===== src/rtl/irqc_pkg.sv =====
package irqc_pkg;

    localparam int NUM_SRC = 12;
    localparam int DATA_W  = 32;
    localparam int ADDR_W  = 3;
    localparam int BE_W    = DATA_W / 8;

    // Source positions within every interrupt vector
    localparam int SRC_RX       = 0;
    localparam int SRC_TX       = 1;
    localparam int SRC_ERR_WARN = 2;
    localparam int SRC_OVERRUN  = 3;
    localparam int SRC_ERR_PASV = 4;
    localparam int SRC_ARB_LOST = 5;
    localparam int SRC_BUS_ERR  = 6;
    localparam int SRC_LOG_DONE = 7;
    localparam int SRC_RX_FULL  = 8;
    localparam int SRC_BRS      = 9;
    localparam int SRC_RX_AVAIL = 10;
    localparam int SRC_TXB_CMD  = 11;

    typedef enum logic [ADDR_W-1:0] {
        ADR_STATUS  = 3'd0,
        ADR_EN_SET  = 3'd1,
        ADR_EN_CLR  = 3'd2,
        ADR_MSK_SET = 3'd3,
        ADR_MSK_CLR = 3'd4
    } reg_addr_e;

    typedef struct packed {
        logic stat_clr;
        logic en_set;
        logic en_clr;
        logic msk_set;
        logic msk_clr;
    } wr_sel_t;

    function automatic wr_sel_t decode_sel(input logic we, input logic [ADDR_W-1:0] a);
        wr_sel_t s;
        s = '0;
        if (we) begin
            case (reg_addr_e'(a))
                ADR_STATUS:  s.stat_clr = 1'b1;
                ADR_EN_SET:  s.en_set   = 1'b1;
                ADR_EN_CLR:  s.en_clr   = 1'b1;
                ADR_MSK_SET: s.msk_set  = 1'b1;
                ADR_MSK_CLR: s.msk_clr  = 1'b1;
                default:     s = '0;
            endcase
        end
        return s;
    endfunction

endpackage


===== src/rtl/irqc_setclr.sv =====
module irqc_setclr #(
    parameter int W = 12
) (
    input  logic         clk,
    input  logic         rst,
    input  logic [W-1:0] set_i,
    input  logic [W-1:0] clr_i,
    output logic [W-1:0] q_o
);
    logic [W-1:0] q;

    always_ff @(posedge clk) begin
        if (rst) q <= '0;
        else     q <= (q | set_i) & ~clr_i;
    end

    assign q_o = q;
endmodule


===== src/rtl/irqc_capture.sv =====
module irqc_capture #(
    parameter int W = 12
) (
    input  logic         clk,
    input  logic         rst,
    input  logic [W-1:0] evt_i,
    input  logic [W-1:0] en_i,
    input  logic [W-1:0] clr_i,
    output logic [W-1:0] q_o
);
    logic [W-1:0] flag;

    for (genvar k = 0; k < W; k++) begin : g_bit
        always_ff @(posedge clk) begin
            if (rst)                      flag[k] <= 1'b0;
            else if (evt_i[k] && en_i[k]) flag[k] <= 1'b1;   // new event beats the clear
            else if (clr_i[k])            flag[k] <= 1'b0;
        end
    end

    assign q_o = flag;
endmodule


===== src/rtl/irqc_wdecode.sv =====
module irqc_wdecode
    import irqc_pkg::*;
#(
    parameter int N = NUM_SRC
) (
    input  logic              wr_en_i,
    input  logic [ADDR_W-1:0] addr_i,
    input  logic [BE_W-1:0]   be_i,
    input  logic [DATA_W-1:0] wdata_i,
    output wr_sel_t           sel_o,
    output logic [N-1:0]      bits_o
);
    assign sel_o = decode_sel(wr_en_i, addr_i);

    for (genvar k = 0; k < N; k++) begin : g_lane
        assign bits_o[k] = wdata_i[k] & be_i[k/8];
    end
endmodule


===== src/rtl/irq_capture_unit.sv =====
module irq_capture_unit
    import irqc_pkg::*;
#(
    parameter int N = NUM_SRC
) (
    input  logic              clk,
    input  logic              rst,
    input  logic [N-1:0]      evt_i,
    input  logic              wr_en_i,
    input  logic [ADDR_W-1:0] addr_i,
    input  logic [BE_W-1:0]   be_i,
    input  logic [DATA_W-1:0] wdata_i,
    output logic [DATA_W-1:0] rdata_o,
    output logic              irq_o
);
    wr_sel_t      sel;
    logic [N-1:0] wbits;
    logic [N-1:0] status_q;
    logic [N-1:0] en_q;
    logic [N-1:0] mask_q;
    logic         irq_q;

    irqc_wdecode #(.N(N)) u_dec (
        .wr_en_i (wr_en_i),
        .addr_i  (addr_i),
        .be_i    (be_i),
        .wdata_i (wdata_i),
        .sel_o   (sel),
        .bits_o  (wbits)
    );

    irqc_setclr #(.W(N)) u_enable (
        .clk   (clk),
        .rst   (rst),
        .set_i (sel.en_set ? wbits : '0),
        .clr_i (sel.en_clr ? wbits : '0),
        .q_o   (en_q)
    );

    irqc_setclr #(.W(N)) u_mask (
        .clk   (clk),
        .rst   (rst),
        .set_i (sel.msk_set ? wbits : '0),
        .clr_i (sel.msk_clr ? wbits : '0),
        .q_o   (mask_q)
    );

    irqc_capture #(.W(N)) u_status (
        .clk   (clk),
        .rst   (rst),
        .evt_i (evt_i),
        .en_i  (en_q),
        .clr_i (sel.stat_clr ? wbits : '0),
        .q_o   (status_q)
    );

    always_ff @(posedge clk) begin
        if (rst) irq_q <= 1'b0;
        else     irq_q <= |(status_q & ~mask_q);
    end

    assign irq_o = irq_q;

    always_comb begin
        rdata_o = '0;
        case (reg_addr_e'(addr_i))
            ADR_STATUS:  rdata_o[N-1:0] = status_q;
            ADR_EN_SET:  rdata_o[N-1:0] = en_q;
            ADR_MSK_SET: rdata_o[N-1:0] = mask_q;
            default:     rdata_o = '0;
        endcase
    end
endmodule


===== config.mk =====
export PLATFORM = sky130hd
export DESIGN_NAME = irq_capture_unit
export DESIGN_NICKNAME = d
export VERILOG_FILES = /design/src/rtl/irqc_pkg.sv /design/src/rtl/irqc_setclr.sv /design/src/rtl/irqc_capture.sv /design/src/rtl/irqc_wdecode.sv /design/src/rtl/irq_capture_unit.sv
export SDC_FILE = /design/constraint.sdc
export NUM_CORES = 1
export LEC_CHECK = 0
export BUFFER_PORTS_ARGS = -buffer_cell sky130_fd_sc_hd__buf_4
export CAP_MARGIN = 20
export CELL_PAD_IN_SITES_DETAIL_PLACEMENT = 1
export CELL_PAD_IN_SITES_GLOBAL_PLACEMENT = 2
export CORE_MARGIN = 2
export CORE_UTILIZATION = 26
export DETAILED_ROUTE_END_ITERATION = 8
export PLACE_DENSITY = 0.77
export REMOVE_ABC_BUFFERS = 1
export SLEW_MARGIN = 20
export SYNTH_ARGS = -nofsm -noshare
export SYNTH_HDL_FRONTEND = slang
export SYNTH_SLANG_ARGS = --single-unit

===== constraint.sdc =====
create_clock -name clk -period 2.12 [get_ports clk]
set_clock_uncertainty 0.15 [all_clocks]
set_input_delay 0.424 -clock clk [delete_from_list [all_inputs] [get_ports clk]]
set_output_delay 0.424 -clock clk [all_outputs]
set_load 0.01 [all_outputs]

Word-level counts from Yosys, hierarchy flattened
Cells that the tools add are included.
- bitwise logic cells: 20
- muxes and demuxes: 36
- reductions and logical operators: 26
- equal/unequal tests: 4
- operators with widths (operator ; count):
    $mux W12 ; 5
    $and A12 B12 Y12 ; 3
    $not A12 Y12 ; 3
    $pmux W12 S3 ; 1
    $mux W1 ; 29
    $or A12 B12 Y12 ; 2
    $reduce_bool A2 Y1 ; 12
    $and A1 B1 Y1 ; 12
    $logic_and A1 B1 Y1 ; 12
    $reduce_or A12 Y1 ; 1
    $eq A3 B2 Y1 const B ; 2
    $mux W5 ; 1
    $eq A3 B1 Y1 const B ; 1
    $eq A3 B3 Y1 const B ; 1
    $logic_not A3 Y1 ; 1
- input bits: 54
- logic and storage cells: 101
- bits in registers: 37
- output and inout port bits: 33

Depth between registers and ports, before layout
- depth after elaboration: 6
- depth in mapped cells: 5
- gate-level depth less buffers: 3

Modules after synthesis
Synthesis repeated with hierarchy kept, for this count alone.
- cell total of the unflattened synthesis: 284
- area total of the unflattened synthesis: 2419.8 µm²
- by module, submodules not included (module ; times used ; sequential area each (µm²) ; area an instance (µm²) ; cells an instance):
    irq_capture_unit ; 1 ; 20.0 ; 985.9 ; 144
    irqc_setclr ; 2 ; 240.2 ; 412.9 ; 37
    irqc_capture ; 1 ; 240.2 ; 469.2 ; 49
    irqc_wdecode ; 1 ; 0.0 ; 138.9 ; 17

Worst setup path after synthesis
OpenSTA, ideal clock, no wires.
- kind: input port to output port
- start: input addr_i[0]
- end: output rdata_o[10]
- data required time: 1.546 ns
- buffers on the path: 2
- cell stages on the path: 5
- data arrival time: 1.244 ns
- slack: 0.302 ns
- cells stage by stage: buf_4 -> and2_1 -> clkbuf_1 -> a2bb2oi_1 -> nor2_1
- longest elaborated chain between the ends: 2
- elaborated cells on any way between the ends: 4
- those cells by class: eq/ne (2); mux (1); reduce/logical (1)
- ends and longest elaborated chain (element ; RTL line ; source):
    start: declaration ; irq_capture_unit.sv:10 ; input logic [ADDR_W-1:0] addr_i,
    $eq A3 B2 Y1 (tied with other cells) ; irq_capture_unit.sv:66 ; case (reg_addr_e'(addr_i))
    $pmux W12 S3 (*) ; irq_capture_unit.sv:66 ;
    end: declaration ; irq_capture_unit.sv:13 ; output logic [DATA_W-1:0] rdata_o,
Mark *: on every way between the ends. The rest lies on a longest branch, timed or not.

Worst setup path after layout
- start: input addr_i[0]
- end: output rdata_o[7]
Same word-level chain as after synthesis.

==> impl_results.md <==
* CTS buffer count at 5
* Area after DPL at 0.00239 mm^2
* Utilization after layout at 0.323
* CTS root buf: clkbuf_8
* Worst-Margin Slew at about 0.48 ns
* FF+latch count, synth at 37
* Number of fill cells at ~930
* GR Overflow Total at 0
* Max Transition Viols Final at 0
* Hold_buf cts at 0
* Dpl hpwl at 4.26 mm
* CTS tree: yes
* Clock network power share at 0.349
* First-pass GRT wire length at 9.52 mm
* Critical path class: input port to primary output
* CP startpoint kind: input port
* Die area at about 0.0085 mm^2
* Min-delay worst type: input port to flop
* RSZ-0062 raised after global routing: no
* Post-synthesis sequential area ratio at 0.364
* R2R cell count at 3
* Skew-Pair Late Insertion Delay at approximately 0.29 ns
* Final period util at 0.925
* NumNets Final at between 300 and 400
* Initial antenna violation count at 0
* Antenna cell count at 0
* Core area at 0.00765 mm^2
* Crit path launch: addr_i[0]
* Max cap viols at 0
* Final instance area at 0.00247 mm^2
* Outcome: finished clean
* Avg Vias per Cell at 4.90
* FF-to-FF End: irq_o
* Leakage power at 0.000954 uW
* Initial drt markers at 55
* GP Congestion at 0.753
* Endpoints failing setup at 0
* Power Dens Cells at between 500 and 600 mW/mm^2
* CP arrival at roughly 1.4 ns
* Reg2reg start: u_status.q_o[6]
* Mean Syn Cell Area at 8.30 um^2
* DRT Wirelength at roughly 6 mm
* Worst-path maximum fanout at 18
* Final Hold Vio Count at 0
* Site Rows at 32
* VDD IR max at 0.000179 V
* Post-route antenna net violation count at 0
* Number of global-route vias before repair at 1801
* Area grow syn2layout at 21.5%
* Worst hold start: wdata_i[10]
* DR vias at 1902
* Die Ht at 92.4 um
* IO buf count at 44
* 1st-pass router iterations at 4
* Clock Sinks at 37
* Pint at 1010 uW
* Min Tclk post-route at ~2.0 ns
* Crit. End Element: primary output
* Die Wd at just over 90 um
* Part of the power in combinational logic at 0.140
* Synth Instances at ~250
* CTS resizes at 0
* Average wire per standard cell at 15.5 um
* Reg2Reg Setup Slack at ~0.70 ns
* Data required, critical path at 1.55 ns
* GRT Util Overall at 0.142
* Clock transition at path regs at ~0.07 ns
* Htree depth at 2
* I/O Pins at 87
* Netlist cell types at 24
* Setup bufs post-CTS at 0
* Starting density of the core at 0.266
* Fmax at between 500 and 600 MHz
* Worst setup endpoint: rdata_o[7]
* Hold path cells at 2
* Sw frac at 0.269
* Number of warnings issued by yosys at 0
* Psw at 374 uW
* Sum Neg Setup Slack at 0 ns
* Share of cells above drive strength 1 at 0.248
* Largest net degree at the start of global routing at 38
* Mapped cell area at approximately 0.0020 mm^2
* Rel. slew slack at 0.673
* DRC at 0
* Bufs on Longest Clock Path at 2
* Sequential Power Share at 0.511
## layout make-up
type                    count  area (um^2)  share of cell area
repair buffers             54          405               0.164
flip-flops and latches     37          741               0.300
well taps                 102          128              0.0517
multi-input cells         184         1100               0.447
clock buffers               8         80.1              0.0324
inverters                   3         11.3             0.00456
## placed cells by master (no fill, tap or decap), types with 13 or more instances in the layout
cell type	count
buf_4	54
conb_1	20
dfxtp_1	37
a31oi_1	25
nand2_1	25
nor2_1	24
nor3_1	13
## Yosys cell counts
| cell type | instances | area share |
|---|---|---|
| o21ai_2 | 10 | 0.043 |
| inv_1 | 3 | 0.0055 |
| buf_2 | 3 | 0.0074 |
| a311oi_1 | 12 | 0.052 |
| a21oi_1 | 12 | 0.030 |
| and4b_1 | 1 | 0.0049 |
| o21ai_0 | 2 | 0.0049 |
| nand4bb_1 | 1 | 0.0055 |
| buf_6 | 2 | 0.011 |
| and4bb_2 | 1 | 0.0062 |
| buf_4 | 21 | 0.078 |
| nor2b_1 | 9 | 0.028 |
| nand2_1 | 25 | 0.046 |
| a31oi_1 | 25 | 0.077 |
| conb_1 | 1 | 0.0018 |
| and2_1 | 1 | 0.0031 |
| or4b_4 | 1 | 0.0068 |
| clkbuf_1 | 14 | 0.026 |
| nor2_1 | 24 | 0.044 |
| a2111oi_0 | 3 | 0.013 |
| a2bb2oi_1 | 12 | 0.052 |
| nor3_1 | 13 | 0.032 |
| dfxtp_1 | 37 | 0.36 |
| mux2i_1 | 12 | 0.059 |
## cell families after synthesis
group,count (synthesis),synth area share
DFF,37,0.364
other,1,0.00184
muxes,12,0.0591
AOI/OAI and AO/OA,76,0.271
buffers and inverters,43,0.127
and+or+nand+nor,76,0.177
## power groups by stage
stage / combinational, uW / clock (uW) / sequential [uW]
after floorplan: 67.8 / 0 / 724
after global placement: 192 / 0 / 726
after detailed placement: 195 / 0 / 726
after CTS: 195 / 493 / 710
after global routing: 212 / 524 / 711
final: 194 / 485 / 710
## how the worst min path moves through the flow
stage | end | slack, ns
floorplan | u_status.q_o[0] | 0.29
global placement | u_status.q_o[0] | 0.31
detailed placement | u_status.q_o[2] | 0.32
CTS | u_mask.q_o[10] | 0.20
global route | u_mask.q_o[9] | 0.21
finish | u_mask.q_o[10] | 0.20
## per-layer routing
metal | wire, um | track usage | part of all wire | vias up
li1 | - | - | - | 939
met1 | 3050 | 0.203 | 0.51 | 915
met2 | 2700 | 0.223 | 0.45 | 46
met3 | 247 | 0.0309 | 0.041 | 2
met4 | 23 | 0.0261 | 0.0038 | 0
met5 | 0 | 0 | 0 | -
## per-stage QoR
step | hold slack (ns) | setup slack, ns | total power, uW | instances
2_1_floorplan | 0.288 | 0.534 | 792 | 224
3_3_place_gp | 0.314 | 0.163 | 918 | 380
3_5_place_dp | 0.320 | 0.162 | 921 | 380
4_1_cts | 0.201 | 0.149 | 1400 | 388
5_1_grt | 0.209 | 0.0704 | 1450 | 388
6_report | 0.205 | 0.159 | 1390 | 388
## critical path, stage by stage
cell,delay [ns]
buf_4,0.26
and2_1,0.20
buf_4,0.14
a2bb2oi_1,0.06
nor2_1,0.14
buf_4,0.15
## sequential cells by signal, indices dropped and copies added (netlist names)
register / cells
irq_o: 1
u_mask.q_o: 12
u_enable.q_o: 12
u_status.q_o: 12
Power figures use the tool's default switching activity.
